[config.mk]
export PLATFORM = sky130hd
export DESIGN_NAME = win_addr_stepper
export DESIGN_NICKNAME = d
export VERILOG_FILES = /design/src/rtl/wstep_pkg.sv /design/src/rtl/wstep_dim_sel.sv /design/src/rtl/wstep_axis.sv /design/src/rtl/wstep_ctrl.sv /design/src/rtl/wstep_map.sv /design/src/rtl/win_addr_stepper.sv
export SDC_FILE = /design/constraint.sdc
export NUM_CORES = 1
export LEC_CHECK = 0
export CORE_MARGIN = 2
export CORE_UTILIZATION = 45
export CTS_BUF_LIST = sky130_fd_sc_hd__clkbuf_8
export CTS_CLUSTER_SIZE = 30
export DETAILED_ROUTE_END_ITERATION = 10
export GPL_TIMING_DRIVEN = 1
export HOLD_SLACK_MARGIN = 0.05
export PLACE_DENSITY_LB_ADDON = 0.12
export SLEW_MARGIN = 20
export SYNTH_ARGS = -nofsm -noshare
export SYNTH_HDL_FRONTEND = slang
export SYNTH_HIERARCHICAL = 1
export SYNTH_SLANG_ARGS = --single-unit
export TNS_END_PERCENT = 10
[constraint.sdc]
create_clock -name clk -period 3.1 [get_ports clk]
set_input_delay 0.62 -clock clk [delete_from_list [all_inputs] [get_ports clk]]
set_output_delay 0.62 -clock clk [all_outputs]
set_load 0.03 [all_outputs]
[src/rtl/wstep_pkg.sv]
// Package: shared types and default widths for the window address stepper.
// Assumes: nothing; pure type and constant definitions.
package wstep_pkg;

    // Default widths of the drawing and memory spaces.
    localparam int DEF_COORD_W = 13;
    localparam int DEF_MEM_W   = 11;
    localparam int DEF_SEL_W   = 3;
    localparam int DEF_SHORT_W = 3;
    localparam int DEF_BANK_W  = 2;

    // Controller state: waiting for a start, or walking a window.
    typedef enum logic [0:0] {
        ST_IDLE = 1'b0,
        ST_RUN  = 1'b1
    } wstep_state_e;

endpackage

[src/rtl/wstep_dim_sel.sv]
// Module: wstep_dim_sel
// Picks the window extents from either the full sign-magnitude inputs or
// the packed short byte, and returns a sign and a zero-extended magnitude
// per axis.
// Assumes: the short byte packs {ysign, |dy|, xsign, |dx|} from MSB to LSB,
// and SHORT_W < MAG_W.
module wstep_dim_sel #(
    parameter int MAG_W   = 11,
    parameter int SHORT_W = 3,
    localparam int SDIM_W = 2 * SHORT_W + 2
) (
    input  logic               short_sel_i,
    input  logic [MAG_W:0]     dim_x_i,
    input  logic [MAG_W:0]     dim_y_i,
    input  logic [SDIM_W-1:0]  short_dim_i,
    output logic               neg_x_o,
    output logic [MAG_W-1:0]   mag_x_o,
    output logic               neg_y_o,
    output logic [MAG_W-1:0]   mag_y_o
);

    localparam int PAD_W = MAG_W - SHORT_W;

    logic [SHORT_W-1:0] s_mag_x;
    logic [SHORT_W-1:0] s_mag_y;
    logic               s_neg_x;
    logic               s_neg_y;

    // Split the packed short byte into its two signed fields.
    always_comb begin
        s_mag_x = short_dim_i[SHORT_W-1:0];
        s_neg_x = short_dim_i[SHORT_W];
        s_mag_y = short_dim_i[2*SHORT_W:SHORT_W+1];
        s_neg_y = short_dim_i[SDIM_W-1];
    end

    // Select between the short and the full extent encodings.
    always_comb begin
        if (short_sel_i) begin
            neg_x_o = s_neg_x;
            mag_x_o = {{PAD_W{1'b0}}, s_mag_x};
            neg_y_o = s_neg_y;
            mag_y_o = {{PAD_W{1'b0}}, s_mag_y};
        end else begin
            neg_x_o = dim_x_i[MAG_W];
            mag_x_o = dim_x_i[MAG_W-1:0];
            neg_y_o = dim_y_i[MAG_W];
            mag_y_o = dim_y_i[MAG_W-1:0];
        end
    end

endmodule

[src/rtl/wstep_axis.sv]
// Module: wstep_axis
// One axis of the walk. It holds a cyclic coordinate of COORD_W bits and a
// count of pels taken on this axis. On load it returns to the origin. On
// step it moves one unit in the captured direction, or returns to the
// origin when the count has reached the magnitude. It exposes the
// coordinate folded to MEM_W bits.
// Assumes: MEM_W <= COORD_W; load and step are never high together.
module wstep_axis #(
    parameter int COORD_W = 13,
    parameter int MEM_W   = 11,
    parameter int MAG_W   = 11
) (
    input  logic               clk,
    input  logic               rst_n,
    input  logic               load_i,
    input  logic               step_i,
    input  logic [COORD_W-1:0] org_i,
    input  logic               neg_i,
    input  logic [MAG_W-1:0]   mag_i,
    output logic [MEM_W-1:0]   mem_o,
    output logic               last_o
);

    logic [COORD_W-1:0] coord_q;
    logic [COORD_W-1:0] origin_q;
    logic               neg_q;
    logic [MAG_W-1:0]   mag_q;
    logic [MAG_W-1:0]   cnt_q;
    logic [COORD_W-1:0] coord_adj;

    // Neighbouring coordinate in the captured direction, modulo 2^COORD_W.
    always_comb begin
        if (neg_q) coord_adj = coord_q - COORD_W'(1);
        else       coord_adj = coord_q + COORD_W'(1);
    end

    // Capture the window geometry for this axis at load.
    always_ff @(posedge clk) begin
        if (!rst_n) begin
            origin_q <= '0;
            neg_q    <= 1'b0;
            mag_q    <= '0;
        end else if (load_i) begin
            origin_q <= org_i;
            neg_q    <= neg_i;
            mag_q    <= mag_i;
        end
    end

    // Advance the coordinate and the pel count on each step.
    always_ff @(posedge clk) begin
        if (!rst_n) begin
            coord_q <= '0;
            cnt_q   <= '0;
        end else if (load_i) begin
            coord_q <= org_i;
            cnt_q   <= '0;
        end else if (step_i) begin
            if (last_o) begin
                coord_q <= origin_q;
                cnt_q   <= '0;
            end else begin
                coord_q <= coord_adj;
                cnt_q   <= cnt_q + MAG_W'(1);
            end
        end
    end

    assign last_o = (cnt_q == mag_q);
    assign mem_o  = coord_q[MEM_W-1:0];

endmodule

[src/rtl/wstep_ctrl.sv]
// Module: wstep_ctrl
// Sequencer for the walk. While idle it accepts a start. It refuses, with
// a one-cycle error pulse, a long-pel start aimed at an odd bank. When the
// final pel is consumed it returns to idle with a one-cycle done pulse.
// Assumes: final_i is high only while the last pel of the window is
// presented.
module wstep_ctrl
    import wstep_pkg::*;
(
    input  logic clk,
    input  logic rst_n,
    input  logic start_i,
    input  logic long_pel_i,
    input  logic bank_odd_i,
    input  logic fire_i,
    input  logic final_i,
    output logic load_o,
    output logic busy_o,
    output logic done_o,
    output logic err_o
);

    wstep_state_e state_q;
    logic         refuse;

    // Decode an acceptable start and a refused one while idle.
    always_comb begin
        refuse = (state_q == ST_IDLE) && start_i && long_pel_i && bank_odd_i;
        load_o = (state_q == ST_IDLE) && start_i && !refuse;
    end

    // State register: enter the walk on load, leave it after the last pel.
    always_ff @(posedge clk) begin
        if (!rst_n) begin
            state_q <= ST_IDLE;
        end else begin
            case (state_q)
                ST_IDLE: if (load_o)             state_q <= ST_RUN;
                ST_RUN:  if (fire_i && final_i)  state_q <= ST_IDLE;
                default:                         state_q <= ST_IDLE;
            endcase
        end
    end

    // One-cycle pulses for window completion and refused starts.
    always_ff @(posedge clk) begin
        if (!rst_n) begin
            done_o <= 1'b0;
            err_o  <= 1'b0;
        end else begin
            done_o <= (state_q == ST_RUN) && fire_i && final_i;
            err_o  <= refuse;
        end
    end

    assign busy_o = (state_q == ST_RUN);

endmodule

[src/rtl/wstep_map.sv]
// Module: wstep_map
// Splits a folded X memory address into a byte column and a bit index, and
// passes the folded Y row through.
// Assumes: each bit plane is organised in bytes of 2^SEL_W bits.
module wstep_map #(
    parameter int MEM_W = 11,
    parameter int SEL_W = 3,
    localparam int COL_W = MEM_W - SEL_W
) (
    input  logic [MEM_W-1:0] x_mem_i,
    input  logic [MEM_W-1:0] y_mem_i,
    output logic [MEM_W-1:0] row_o,
    output logic [COL_W-1:0] col_o,
    output logic [SEL_W-1:0] bit_o
);

    // Byte column from the high part of X, bit select from its low part.
    always_comb begin
        row_o = y_mem_i;
        col_o = x_mem_i[MEM_W-1:SEL_W];
        bit_o = x_mem_i[SEL_W-1:0];
    end

endmodule

[src/rtl/win_addr_stepper.sv]
// Module: win_addr_stepper
// Walks every pel of a rectangular window in a cyclic drawing space, row
// by row. It presents the display memory address of each pel (bank, row,
// byte column, bit index) through a valid/ready handshake.
// Assumes: start is sampled only while idle; the consumer may hold ready
// low for any number of cycles.
module win_addr_stepper
    import wstep_pkg::*;
#(
    parameter int COORD_W = DEF_COORD_W,
    parameter int MEM_W   = DEF_MEM_W,
    parameter int SEL_W   = DEF_SEL_W,
    parameter int SHORT_W = DEF_SHORT_W,
    parameter int BANK_W  = DEF_BANK_W,
    localparam int COL_W  = MEM_W - SEL_W,
    localparam int MAG_W  = MEM_W,
    localparam int SDIM_W = 2 * SHORT_W + 2
) (
    input  logic               clk,
    input  logic               rst_n,
    input  logic               start_i,
    input  logic               long_pel_i,
    input  logic [BANK_W-1:0]  bank_i,
    input  logic [COORD_W-1:0] org_x_i,
    input  logic [COORD_W-1:0] org_y_i,
    input  logic [MAG_W:0]     dim_x_i,
    input  logic [MAG_W:0]     dim_y_i,
    input  logic               short_sel_i,
    input  logic [SDIM_W-1:0]  short_dim_i,
    input  logic               pel_ready_i,
    output logic               pel_valid_o,
    output logic [BANK_W-1:0]  pel_bank_o,
    output logic [MEM_W-1:0]   pel_y_o,
    output logic [COL_W-1:0]   pel_col_o,
    output logic [SEL_W-1:0]   pel_bit_o,
    output logic               done_o,
    output logic               err_o
);

    localparam int AXES = 2;

    logic                 load;
    logic                 busy;
    logic                 fire;
    logic                 final_pel;
    logic [BANK_W-1:0]    bank_q;

    logic [AXES-1:0]      neg_ax;
    logic [MAG_W-1:0]     mag_ax  [AXES];
    logic [COORD_W-1:0]   org_ax  [AXES];
    logic [MEM_W-1:0]     mem_ax  [AXES];
    logic [AXES-1:0]      step_ax;
    logic [AXES-1:0]      last_ax;

    // Extent decode: full sign-magnitude words or the packed short byte.
    wstep_dim_sel #(
        .MAG_W   (MAG_W),
        .SHORT_W (SHORT_W)
    ) u_dim (
        .short_sel_i (short_sel_i),
        .dim_x_i     (dim_x_i),
        .dim_y_i     (dim_y_i),
        .short_dim_i (short_dim_i),
        .neg_x_o     (neg_ax[0]),
        .mag_x_o     (mag_ax[0]),
        .neg_y_o     (neg_ax[1]),
        .mag_y_o     (mag_ax[1])
    );

    // Route the origins and the step enables to the axes: X steps on every
    // consumed pel, Y only when X closes a row.
    always_comb begin
        org_ax[0]  = org_x_i;
        org_ax[1]  = org_y_i;
        fire       = busy && pel_ready_i;
        step_ax[0] = fire;
        step_ax[1] = fire && last_ax[0];
        final_pel  = &last_ax;
    end

    // One stepper per axis.
    for (genvar a = 0; a < AXES; a++) begin : g_axis
        wstep_axis #(
            .COORD_W (COORD_W),
            .MEM_W   (MEM_W),
            .MAG_W   (MAG_W)
        ) u_axis (
            .clk    (clk),
            .rst_n  (rst_n),
            .load_i (load),
            .step_i (step_ax[a]),
            .org_i  (org_ax[a]),
            .neg_i  (neg_ax[a]),
            .mag_i  (mag_ax[a]),
            .mem_o  (mem_ax[a]),
            .last_o (last_ax[a])
        );
    end

    // Walk sequencer with the odd-bank check for long pels.
    wstep_ctrl u_ctrl (
        .clk        (clk),
        .rst_n      (rst_n),
        .start_i    (start_i),
        .long_pel_i (long_pel_i),
        .bank_odd_i (bank_i[0]),
        .fire_i     (fire),
        .final_i    (final_pel),
        .load_o     (load),
        .busy_o     (busy),
        .done_o     (done_o),
        .err_o      (err_o)
    );

    // Capture the destination bank for the whole window.
    always_ff @(posedge clk) begin
        if (!rst_n)    bank_q <= '0;
        else if (load) bank_q <= bank_i;
    end

    // Folded coordinates to row, byte column and bit index.
    wstep_map #(
        .MEM_W (MEM_W),
        .SEL_W (SEL_W)
    ) u_map (
        .x_mem_i (mem_ax[0]),
        .y_mem_i (mem_ax[1]),
        .row_o   (pel_y_o),
        .col_o   (pel_col_o),
        .bit_o   (pel_bit_o)
    );

    assign pel_valid_o = busy;
    assign pel_bank_o  = bank_q;

endmodule

==> implementation parameters <==
Parameter                              Value

Cells and area
  Non-Filler Cell Area, Final    between 0.006 and 0.007 sq mm
  Sequential Area    0.00190 sq mm
  Number of antenna diodes    0
  Commonest non-fill, non-tap cell in the layout    sky130_fd_sc_hd__nor2_1
  Number of fillers in the final layout    ~1,200
  Final layout net count    794
  Non-filler cells, final    879
  Area taken by multi-input logic gates    around 0.0033 sq mm
  Top library cells by usage in the layout, fill and taps aside    100 x sky130_fd_sc_hd__nor2_1, 95 x sky130_fd_sc_hd__dfxtp_1, 88 x sky130_fd_sc_hd__clkdlybuf4s50_1, 50 x sky130_fd_sc_hd__mux2i_1, 44 x sky130_fd_sc_hd__xor2_1
  Synth-to-Final Area Change    19.1%
  Fraction of layout cells with a size suffix above 1    under 10%

STA
  Slew Limit Headroom    around 57%
  Actual slew at the worst max-slew pin    ~0.64 ns
  Min Clock Period, post-route    roughly 2.5 ns
  Worst Skew    0.0118 ns
  Number of failing setup endpoints in the final timing report    0
  Maximum frequency from static timing analysis    0.397 GHz
  RSZ-0062 raised after global routing    no
  Sum Neg Setup Slack    0 ns
  Final max-slew violation count    0
  Fin crit share    between 80% and 90%
  Worst Hold Margin    0.491 ns
  Final hold violation count    0

GRT
  GRT Total Usage    20.6%
  Pin count of the biggest net entering global routing    37
  GR Overflow Total    0
  Number of antenna violations at the first check in global routing    0
  Via count of the first global-routing pass    ~4,700
  Global-route wire length before repair    22,100 um

Placed design
  Sum of net half-perimeters after detailed placement    ~10,000 um
  Global placer's final weighted congestion    0.849
  Number of placed cells counting well taps    863
  Placed Area    0.00657 sq mm
  Buffers on Ports    88

Setup path
  Crit end category    register
  Data required time of the worst path    3.37 ns
  Crit Path Category    reg2reg
  Arrival time of the worst setup path    2.79 ns
  Crit path max fanout    9
  CP cell instances    xor2_1, nor4_2, nand3_2, inv_2, and3_1, and3_1, and4_1, and3_1, xnor2_1, nor2_1
  Startpoint of the lowest-slack register-to-register path    g_axis[0].u_axis/cnt_q[0]
  Crit path depth    10
  Worst r2r path cells    10
  Startpoint kind of the worst setup timing path    register
  Number of buffers and inverters on the critical path    1
  Kind of cell with the highest combined delay on the critical path    simple AND/OR/NAND/NOR gates
  Standard cell with the maximum stage delay on the critical path    sky130_fd_sc_hd__dfxtp_1
  Cell occurring most often along the worst timing path    sky130_fd_sc_hd__and3_1
  Largest stage delay, worst path    about 0.44 ns
  CP Launch Point    g_axis[0].u_axis/cnt_q[0]

Min path
  Hold Crit Depth    2
  Hold path startpoint    g_axis[0].u_axis/origin_q[7]
  Worst hold-check path type    reg2reg

Floorplan
  # IOs    93
  Effective utilization at floorplan    46.6%
  Area inside the core boundary    0.0122 sq mm
  Placement Rows    40
  Die height    116 um
  Full die area    approximately 0.013 sq mm
  X dimension of the die    between 100 and 150 um

Drt
  Final routed DRC violation total    0
  Drt wl/cell    15.1 um
  Detailed Route WL    ~13,000 um
  Vias after detailed routing    4,729
  Final ANT Viol Nets    0
  Detailed Routing Iterations Pass 1    5
  Starting DRC count in detailed routing    310
  Post-detailed-route via-to-cell ratio    5.38

Yosys
  Portion of synthesized cell area occupied by the leading cell type    33.6%
  Share of the yosys chip area belonging to registers    33.6%
  Number of synthesized flops with an enable pin    0
  Cell types occupying the most area after synthesis    sky130_fd_sc_hd__dfxtp_1 34%, sky130_fd_sc_hd__mux2i_1 8.8%, sky130_fd_sc_hd__xor2_1 6.8%
  Post-synth net total    733
  Area of the mapped netlist    0.00566 sq mm
  Number of cells produced by synthesis    645
  Post-Synthesis Mean Instance Area    8.78 sq um
  Number of register bits inferred by synthesis    95
  Count of warnings emitted by yosys    6
  Yosys cell types    57
  Async set-or-reset flop fraction in the synthesized netlist    0%
  Dominant register cell in the synthesized netlist    sky130_fd_sc_hd__dfxtp_1
  Cell type with the highest aggregate area in the netlist    sky130_fd_sc_hd__dfxtp_1

Clock network
  Clk buf depth    2
  Buffer cell driving the clock tree root    sky130_fd_sc_hd__clkbuf_8
  Number of hold-repair buffers added at the cts stage    0
  Count of buffers added by post-CTS timing repair for setup    0
  Clock latency reported for the late side of the worst-skew pair    ~0.38 ns
  TritonCTS sink count    between 90 and 100
  CTS tree    yes
  Post-cts resize count    0
  H-tree levels    3
  Clock Pin Slew Worst Setup and Hold Paths    0.10 ns
  Total clock buffers created by CTS    9

Power
  Max rail drop VDD    0.204 mV
  Areal power density over the cells    428 mW/mm^2
  Overall power    2880 uW
  Leak Pwr    0.00277 uW

Status
  Run status    completed

Job
  # Max-Cap Violations    0
## through the flow
| stage | util (%) | setup WS, ns |
|---|---|---|
| 3_5_place_dp | 54.0 | 0.531 |
| 3_3_place_gp | 54.0 | 0.560 |
| 5_1_grt | 55.5 | 0.310 |
| 6_report | 55.5 | 0.580 |
| 4_1_cts | 55.5 | 0.571 |
| 2_1_floorplan | - | 0.779 |
## final cells by class
cell class                 instances  area share (%)
sequential                        95            28.2
clock inverter                     6           0.631
tap                              168            3.12
inverter                          25            1.39
timing repair buffer             105            15.1
multi-input combinational        470            49.5
clock buffer                      10            2.04
## worst register-to-register path: cells and delay by family (launching register included)
family        cells  cell delay, ns
xor+xnor          2            0.24
buf+inv           1            0.11
flops             1            0.44
simple gates      7            1.60
## cells in the mapped netlist (3+ instances only)
| cell | instances |
|---|---|
| sky130_fd_sc_hd__nand3_1 | 18 |
| sky130_fd_sc_hd__a32oi_1 | 6 |
| sky130_fd_sc_hd__buf_4 | 22 |
| sky130_fd_sc_hd__clkbuf_1 | 20 |
| sky130_fd_sc_hd__nand4_1 | 4 |
| sky130_fd_sc_hd__o21bai_1 | 4 |
| sky130_fd_sc_hd__a22o_1 | 6 |
| sky130_fd_sc_hd__xor2_1 | 44 |
| sky130_fd_sc_hd__buf_1 | 4 |
| sky130_fd_sc_hd__o211ai_1 | 8 |
| sky130_fd_sc_hd__xnor2_1 | 14 |
| sky130_fd_sc_hd__nor2_1 | 100 |
| sky130_fd_sc_hd__or3_1 | 6 |
| sky130_fd_sc_hd__o41ai_2 | 6 |
| sky130_fd_sc_hd__and2b_1 | 6 |
| sky130_fd_sc_hd__mux2i_1 | 50 |
| sky130_fd_sc_hd__mux2_4 | 4 |
| sky130_fd_sc_hd__nor4_2 | 4 |
| sky130_fd_sc_hd__nand2b_1 | 4 |
| sky130_fd_sc_hd__inv_1 | 23 |
| sky130_fd_sc_hd__a311oi_1 | 4 |
| sky130_fd_sc_hd__dfxtp_1 | 95 |
| sky130_fd_sc_hd__o21ai_0 | 12 |
| sky130_fd_sc_hd__o21ai_1 | 4 |
| sky130_fd_sc_hd__ha_1 | 20 |
| sky130_fd_sc_hd__a21o_1 | 4 |
| sky130_fd_sc_hd__a31oi_1 | 12 |
| sky130_fd_sc_hd__nor3_1 | 15 |
| sky130_fd_sc_hd__buf_6 | 3 |
| sky130_fd_sc_hd__nand2_1 | 25 |
| sky130_fd_sc_hd__buf_2 | 5 |
| sky130_fd_sc_hd__mux2_2 | 4 |
| sky130_fd_sc_hd__o2111ai_1 | 4 |
| sky130_fd_sc_hd__a21oi_1 | 16 |
| sky130_fd_sc_hd__and3_1 | 15 |
| sky130_fd_sc_hd__nor2b_1 | 18 |
## flip-flops by register name (all words and copies together), names as in the netlist
| signal | count |
|---|---|
| g_axis.u_axis/coord_q | 22 |
| pel_bank_o | 2 |
| g_axis.u_axis/mag_q | 22 |
| u_ctrl/done_o | 1 |
| g_axis.u_axis/neg_q | 2 |
| g_axis.u_axis/origin_q | 22 |
| u_ctrl/err_o | 1 |
| u_ctrl/busy_o | 1 |
| g_axis.u_axis/cnt_q | 22 |
## logic make-up (layout without fill, tap and decap cells)
| logic type | Yosys count | count (layout) | synth area share [%] |
|---|---|---|---|
| fa+ha+maj | 22 | 22 | 5.13 |
| compound gates | 107 | 107 | 14.5 |
| flops | 95 | 95 | 33.6 |
| mux | 58 | 58 | 10.7 |
| buf+inv | 80 | 146 | 7.47 |
| simple gates | 225 | 225 | 19.6 |
| xor+xnor | 58 | 58 | 8.97 |
## where the power goes
group / switching [uW] / total, uW / leakage (uW) / internal (uW)
combinational: 427 / 777 / 0.00190 / 350
clock: 452 / 768 / 0.0000891 / 316
sequential: 55.6 / 1340 / 0.000775 / 1280
## final timing paths
check / end / slack [ns]
max: g_axis[1].u_axis/cnt_q[7] / 0.58
min: g_axis[0].u_axis/origin_q[7] / 0.49
max reg2reg: g_axis[1].u_axis/cnt_q[7] / 0.58
min reg2reg: g_axis[0].u_axis/origin_q[7] / 0.49
## per-layer routing
metal | wire, um | global-route usage (%) | part of all wire (%) | vias up
li1 | - | - | - | 2358
met1 | 6110 | 26.4 | 46 | 2272
met4 | 209 | 8.10 | 1.6 | 0
met2 | 6570 | 35.4 | 49 | 84
met5 | 0 | 0 | 0 | -
met3 | 393 | 2.49 | 3.0 | 15
(Power assumes the default switching activity.)
